[config.mk]
export PLATFORM = sky130hd
export DESIGN_NAME = ob_xlate_win
export DESIGN_NICKNAME = d
export VERILOG_FILES = /design/src/rtl/ob_xlate_win.sv
export SDC_FILE = /design/constraint.sdc
export NUM_CORES = 2
export LEC_CHECK = 0
export BUFFER_PORTS_ARGS = -buffer_cell sky130_fd_sc_hd__buf_4
export CORE_UTILIZATION = 45
export CTS_CLUSTER_DIAMETER = 50
export DETAILED_ROUTE_END_ITERATION = 10
export PLACE_DENSITY = 0.65
export RECOVER_POWER = 50
export SYNTH_ARGS = -nofsm -noshare
export SYNTH_HDL_FRONTEND = slang
export SYNTH_SLANG_ARGS = --single-unit
export TNS_END_PERCENT = 30
[constraint.sdc]
create_clock -name clk -period 11.07 [get_ports clk]
set_input_delay 3.321 -clock clk [delete_from_list [all_inputs] [get_ports clk]]
set_output_delay 3.321 -clock clk [all_outputs]
set_load 0.005 [all_outputs]
[src/rtl/ob_xlate_win.sv]
module ob_xlate_win #(
  parameter int NWIN = 8
) (
  input  logic                                clk,
  input  logic                                rst_n,
  input  logic                                cfg_we,
  input  logic [8:0]                          cfg_addr,
  input  logic [31:0]                         cfg_wdata,
  output logic [31:0]                         cfg_rdata,
  input  logic                                look_valid,
  input  logic [31:0]                         look_addr,
  output logic                                xl_valid,
  output logic                                xl_miss,
  output logic [((NWIN > 1) ? $clog2(NWIN) : 1)-1:0] xl_win,
  output logic [1:0]                          xl_type,
  output logic [63:0]                         xl_addr
);
  localparam int WW = (NWIN > 1) ? $clog2(NWIN) : 1;
  localparam logic [1:0] T_CFG = 2'd0;
  localparam logic [1:0] T_RSV = 2'd3;
  localparam logic [31:0] CTL_KEEP = 32'hFFFF_FC07;

  logic [31:0] ctl_q   [NWIN];
  logic [31:0] lbase_q [NWIN];
  logic [31:0] rlo_q   [NWIN];
  logic [31:0] rhi_q   [NWIN];
  logic [31:0] ext_q   [NWIN];

  logic [3:0] widx;
  logic [5:0] eidx;
  logic       in_win, in_ext;

  assign widx   = cfg_addr[7:4];
  assign eidx   = cfg_addr[7:2];
  assign in_win = !cfg_addr[8] && cfg_addr[1:0] == 2'b00 && int'(widx) < NWIN;
  assign in_ext =  cfg_addr[8] && cfg_addr[1:0] == 2'b00 && int'(eidx) < NWIN;

  always_ff @(posedge clk or negedge rst_n) begin
    if (!rst_n) begin
      for (int i = 0; i < NWIN; i++) begin
        ctl_q[i]   <= '0;
        lbase_q[i] <= '0;
        rlo_q[i]   <= '0;
        rhi_q[i]   <= '0;
        ext_q[i]   <= '0;
      end
    end else if (cfg_we) begin
      for (int i = 0; i < NWIN; i++) begin
        if (in_win && int'(widx) == i) begin
          case (cfg_addr[3:2])
            2'd0:    ctl_q[i]   <= cfg_wdata & CTL_KEEP;
            2'd1:    lbase_q[i] <= {cfg_wdata[31:2], 2'b00};
            2'd2:    rlo_q[i]   <= cfg_wdata;
            default: rhi_q[i]   <= cfg_wdata;
          endcase
        end
        if (in_ext && int'(eidx) == i) ext_q[i] <= cfg_wdata;
      end
    end
  end

  always_comb begin
    cfg_rdata = '0;
    for (int i = 0; i < NWIN; i++) begin
      if (in_win && int'(widx) == i) begin
        case (cfg_addr[3:2])
          2'd0:    cfg_rdata = ctl_q[i];
          2'd1:    cfg_rdata = lbase_q[i];
          2'd2:    cfg_rdata = rlo_q[i];
          default: cfg_rdata = rhi_q[i];
        endcase
      end
      if (in_ext && int'(eidx) == i) cfg_rdata = ext_q[i];
    end
  end

  logic [NWIN-1:0] hit, en_vec;
  logic [63:0]     xa [NWIN];

  for (genvar g = 0; g < NWIN; g++) begin : g_win
    logic [63:0] msk;
    logic [1:0]  kind;
    assign kind      = ctl_q[g][2:1];
    assign msk       = {ext_q[g], ctl_q[g][31:10], 10'b0};
    assign en_vec[g] = ctl_q[g][0];
    assign hit[g]    = en_vec[g] && kind != T_RSV &&
                       ((look_addr & msk[31:0]) == (lbase_q[g] & msk[31:0]));
    assign xa[g]     = (kind == T_CFG)
                     ? {rhi_q[g], rlo_q[g][31:16], look_addr[15:0] & ~msk[15:0]}
                     : (({rhi_q[g], rlo_q[g]} & msk) | ({32'b0, look_addr} & ~msk));
  end

  logic          sel_hit;
  logic [WW-1:0] sel_w;
  logic [63:0]   sel_a;
  logic [1:0]    sel_t;

  always_comb begin
    sel_hit = 1'b0;
    sel_w   = '0;
    sel_a   = '0;
    sel_t   = '0;
    for (int i = NWIN - 1; i >= 0; i--) begin
      if (hit[i]) begin
        sel_hit = 1'b1;
        sel_w   = WW'(i);
        sel_a   = xa[i];
        sel_t   = ctl_q[i][2:1];
      end
    end
  end

  always_ff @(posedge clk or negedge rst_n) begin
    if (!rst_n) begin
      xl_valid <= 1'b0;
      xl_miss  <= 1'b0;
      xl_win   <= '0;
      xl_type  <= '0;
      xl_addr  <= '0;
    end else begin
      xl_valid <= look_valid;
      xl_miss  <= look_valid && !sel_hit;
      xl_win   <= (look_valid && sel_hit) ? sel_w : '0;
      xl_type  <= (look_valid && sel_hit) ? sel_t : '0;
      xl_addr  <= (look_valid && sel_hit) ? sel_a : '0;
    end
  end


  valid_rise_chk: assert property (@(posedge clk) disable iff (!rst_n)
    look_valid |=> xl_valid);

  valid_idle_chk: assert property (@(posedge clk) disable iff (!rst_n)
    !look_valid |=> !xl_valid);

  miss_quiet_chk: assert property (@(posedge clk) disable iff (!rst_n)
    xl_miss |-> (xl_valid && xl_addr == 64'd0 && xl_win == '0 && xl_type == 2'd0));

  no_rsv_hit_chk: assert property (@(posedge clk) disable iff (!rst_n)
    (xl_valid && !xl_miss) |-> xl_type != T_RSV);

  hit_enabled_chk: assert property (@(posedge clk) disable iff (!rst_n)
    (xl_valid && !xl_miss) |-> |($past(en_vec) & (NWIN'(1) << xl_win)));

  base_lsb_chk: assert property (@(posedge clk) disable iff (!rst_n)
    (!cfg_addr[8] && cfg_addr[3:2] == 2'd1) |-> cfg_rdata[1:0] == 2'b00);
endmodule

== After elaboration in Yosys (flattened, before gate mapping) ==
Cells that the tools add are included.
Storage, ports and cells
  bits in registers: 1279
  bits in latches: 0
  bits in writable memories: 0
  ROM bits: 0
  input bits: 77
  output and inout bits: 103
  logic and storage cells: 304
  memories: 0
Cells by class
  add/subtract/negate cells: 0
  multipliers: 0
  div/mod/pow operators: 0
  magnitude comparators: 2
  equality and inequality tests: 32
  shift-type cells: 0
  mux-type cells: 67
  bitwise gates (word level): 65
  reductions and logical operators: 93
Operator list (count)
  64-bit 2-to-1 mux: 17
  32-bit case mux with 3 select lines: 8
  32-bit bitwise AND: 16
  32-bit by 64-bit bitwise AND with 64-bit output: 8
  64-bit bitwise AND: 8
  32-bit 2-to-1 mux: 16
  64-bit NOT: 8
  64-bit bitwise OR: 8
  32-bit == test: 8
  16-bit bitwise AND: 8
  16-bit NOT: 8
  3-bit AND reduction: 32
  1-bit logical AND: 38
  3-bit 2-to-1 mux: 9
  6-bit by 4-bit == test with 1-bit output, second input constant: 4
  2-bit zero test: 10
  2-bit 2-to-1 mux: 9
  4-bit == test, second input constant: 4
  2-bit != test, second input constant: 8
  2-bit AND reduction: 8
  6-bit by 3-bit == test with 1-bit output, second input constant: 2
  4-bit by 3-bit == test with 1-bit output, second input constant: 2
  1-bit 2-to-1 mux: 8
  6-bit by 2-bit == test with 1-bit output, second input constant: 1
  other kinds (10): 11

== Depth between registers and ports, before layout ==
  depth after elaboration: 20
  gate-level depth with buffers: 13
  mapped depth without buffers: 8

== Worst setup path before layout ==
No wires, ideal clock.
  kind: in2out
  start point: in cfg_addr[3]
  end point: out cfg_rdata[14]
  data arrival time: 5.524 ns
  required time: 7.749 ns
  setup slack: 2.225 ns
  stages on the path: 9
  path buffers: 4
  path through: clkbuf_1 clkbuf_1 buf_1 clkbuf_1 mux4_2 a221oi_1 o21ai_0 a22oi_1 nand4_1
Between the ends
  cells in the longest elaborated chain, start to end: 18
  elaborated cells between the ends (all ways): 45
  those cells by class: 1 x order compare; 9 x eq/ne; 24 x mux; 11 x reduce/logical
Ends and longest elaborated chain
  start, declared: line 7  | input logic [8:0] cfg_addr,
  6-bit by 4-bit < comparator with 1-bit output (tied with other cells): line 36  | assign in_ext = cfg_addr[8] && cfg_addr[1:0] == 2'b00 && int'(eidx) < NWIN;
  1-bit logical AND or 32-bit case mux with 3 select lines (tied branches): line 36, 66
  1-bit logical AND or 32-bit 2-to-1 mux (tied branches): line 73, 65
  32-bit 2-to-1 mux: line 73  | if (in_ext && int'(eidx) == i) cfg_rdata = ext_q[i];
  32-bit 2-to-1 mux: line 65  | if (in_win && int'(widx) == i) begin
  32-bit 2-to-1 mux: line 73
  32-bit 2-to-1 mux: line 65
  32-bit 2-to-1 mux: line 73
  [2 not listed]
  32-bit 2-to-1 mux: line 65
  32-bit 2-to-1 mux: line 73
  32-bit 2-to-1 mux: line 65
  32-bit 2-to-1 mux: line 73
  32-bit 2-to-1 mux: line 65
  32-bit 2-to-1 mux: line 73
  32-bit 2-to-1 mux: line 65
  32-bit 2-to-1 mux (*): line 73
  end, declared: line 9  | output logic [31:0] cfg_rdata,
Every way passes the cells marked *; elsewhere a longest branch is shown, timed or not.

== Final worst setup path ==
  start point: in cfg_addr[7]
  end point: out cfg_rdata[30]
Between the ends
  cells in the longest elaborated chain, start to end: 19
  elaborated cells between the ends (all ways): 52
  those cells by class: 2 x order compare; 14 x eq/ne; 16 x mux; 20 x reduce/logical
Ends and longest elaborated chain
  4-bit < comparator: line 35  | assign in_win = !cfg_addr[8] && cfg_addr[1:0] == 2'b00 && int'(widx) < NWIN;
  1-bit logical AND: line 35
  1-bit logical AND: line 65
  32-bit 2-to-1 mux: line 65
  32-bit 2-to-1 mux: line 73
  32-bit 2-to-1 mux: line 65
  32-bit 2-to-1 mux: line 73
  32-bit 2-to-1 mux: line 65
  [3 not listed]
  32-bit 2-to-1 mux: line 65
  32-bit 2-to-1 mux: line 73
  32-bit 2-to-1 mux: line 65
  32-bit 2-to-1 mux: line 73
  32-bit 2-to-1 mux: line 65
  32-bit 2-to-1 mux: line 73
  32-bit 2-to-1 mux: line 65
  32-bit 2-to-1 mux (*): line 73
Marks and branches as above.

==> results.toml <==
[pwr]
p_per_area_nw_per_um2 = 154
p_leak_nw = 35.6
worst_ir_drop_vdd_uv = 182

[critical_path]
r2r_slack_ps = 5330
crit_type = "in2out"
required_ps = 7750
critical_path.startpoint_type = "primary input"
arrival_ps = 7230
crit_path_end_kind = "output port"
crit_fanout = 16

[sta]
grt_setup_unrepaired = "false"
max_freq_mhz = 94.8
finalClockSkew_ps = 39.1
drv_slew = 429
hold_viol = 0
period_needed_ps = 10550
finalCritPeriodShare = 0.953
max_slew_margin = -3.05
setup_tns_ps = 0
worst_pin_slew_ps = 6070
finalSetupViolCount = 0

[clocking]
post-cts-setup-buffer-count = 0
post_cts_resized = 0
hold_buffers = 0
cts_buffers = 154
cts.path.max_buffers = 3
htree_levels = 4
cts_root_buffer = "clkbuf_16"
cts_tree = "yes"
path_clk_slew_ps = 50
worstSkewPairLatency_ps = 840
clock-sinks = 1279

[synth]
synth_edf_count = 0
synth.most_common_cell = "mux2_2"
netlist.area_leader.share = 0.477
synth_top_flop_cell = "dfrtp_1"
synth.distinct_cells = 62
netlist_area_um2 = 67100
ys_ff_latch = 1279
synth_area_per_cell_um2 = 12.2
synth_area_leaders = "dfrtp_1 (48%), mux2_2 (22%), mux4_2 (6.2%), o21ai_0 (2.6%), xor2_1 (2.3%)"
postSynth.asyncResetShare = 1.00
seq_area_frac_synth = 0.477
synth_largest_area_cell = "dfrtp_1"
synthCells = 5512
synth_common_cells = "mux2_2 (1329), dfrtp_1 (1279), o21ai_0 (345)"
syn-num-nets = 5589
yosysWarnings = 0

[detailed_routing]
vias = 54827
drt-total-wl_um = 303000
postRouteAntennaNets = 0
drc = 0
drt_iter0_drc = 8655
wire_per_inst_um = 40.2
first_pass_iters = 6
vias_per_cell = 7.27

[grt]
track_usage = 0.396
grt_pass1_wl_um = 417000
antenna_found_initial = 31
busiest_layer = "met2"
grt_pass1_vias = 52172
grt_max_degree = 177
gr-total-overflow = 0
use_met2 = 0.532
use_met1 = 0.505
met3_usage = 0.191

[worst_hold_path]
hold_class = "reg2reg"

[floorplanning]
die_height_um = 388
dieArea_um2 = 151000
pin_count = 180
rows = 141
core_um2 = 148000
die_w_um = 388
start_util = 0.454

[finish]
areaGrowthSynthToFinish_pct = 12.9
final_util = 0.512
nets = 5543
drive_gt1_frac = 0.390

[status]
violations = "capacitance limit, slew limit"
status = "complete, but fails checks"

[placement]
port-buffer-count = 179
place.gp.congestion = 1.06
hpwl_um = 194000

[job]
drv_cap = 9
-- power breakdown --
group	total, mW	switching [mW]	internal [mW]
clock	5.35	2.20	3.15
sequential	4.94	0.129	4.81
combinational	1.37	0.969	0.400
total	11.7	3.30	8.36
-- metal layers --
metal	vias up	share of wire
li1	20725	-
met1	28168	0.37
met2	4658	0.40
met3	1244	0.15
met4	32	0.076
met5	-	0.0013
-- layout by cell type (no fill, tap or decap), types with 17 or more instances in the layout --
cell type	Yosys	routed
clkbuf_8	0	28
nor3_1	62	55
mux2i_1	96	96
diode_2	0	17
nor2_4	0	26
xor2_1	176	176
nand2_1	233	203
a22o_1	35	35
nand2_2	0	26
clkbuf_1	343	37
a221oi_1	120	120
inv_1	17	17
clkbuf_16	0	156
o2111ai_1	50	50
o21ai_0	345	345
nand4_1	27	27
clkinv_2	0	22
a21oi_1	213	213
clkbuf_4	0	60
o211ai_1	19	19
a221o_1	44	44
nor2_1	260	236
a211oi_1	32	32
o221ai_1	104	104
mux4_2	184	184
nand3_1	25	23
dfrtp_1	1279	1279
buf_4	1	246
o22ai_1	65	65
mux2_2	1329	1329
a22oi_1	108	108
-- registers in the layout (all words and copies together) (netlist names) --
| signal | flops |
|---|---|
| rhi_q | 256 |
| lbase_q | 240 |
| xl_valid | 1 |
| xl_miss | 1 |
| ctl_q | 200 |
| xl_addr | 64 |
| xl_type | 2 |
| xl_win | 3 |
| rlo_q | 256 |
| ext_q | 256 |
-- stage by stage --
stage               hold slack, ps  std cells  setup slack (ps)  instance area, um2  total power [mW]
global placement               482       7240              1040               70400              6.30
global route                   514       7527               475               75700              11.9
CTS                            500       7521               955               75800              11.6
detailed placement             488       7240               964               70400              6.32
finish                         502       7538               517               75700              11.7
floorplan                      474       5512              2230               67100              5.63
-- kinds of logic (layout without fill, tap and decap cells) --
family | Yosys count | count (layout) | synth area share
other | 0 | 17 | 0
AND/OR/NAND/NOR | 678 | 678 | 0.0442
buffers and inverters | 559 | 638 | 0.0339
flip-flops | 1279 | 1279 | 0.477
multiplexers | 1617 | 1617 | 0.301
XOR/XNOR | 176 | 176 | 0.0230
AO/OA/AOI/OAI | 1203 | 1203 | 0.121
-- path summary, 6_finish.rpt --
kind / cells after the start / from / endpoint
worst min register to register: 1 / rlo_q[162] / rlo_q[162]
max in group asynchronous: 3 / rst_n / ext_q[195]
worst min-delay path: 1 / rlo_q[162] / rlo_q[162]
min in group asynchronous: 1 / rst_n / rhi_q[5]
worst max register to register: 8 / lbase_q[177] / xl_addr[63]
worst max-delay path: 11 / cfg_addr[7] / cfg_rdata[30]
-- final cells by class --
class | instances | area (um2)
clock inverter | 75 | 966
antenna | 17 | 42.5
clock buffer | 206 | 4370
timing repair buffer | 340 | 2630
fill | 12894 | 72100
inverter | 17 | 63.8
sequential | 1279 | 32000
tap | 1930 | 2410
multi-input combinational | 3674 | 33200
-- worst max-delay path: stages --
cell and delay [ps]:
clkbuf_1 420, nor4_2 110, buf_4 230, and2_1 250, nand2_1 720, buf_4 640
o221ai_1 230, o21ai_0 250, o221ai_1 140, o21ai_0 660, buf_4 230
Power figures use the tool's default switching activity.
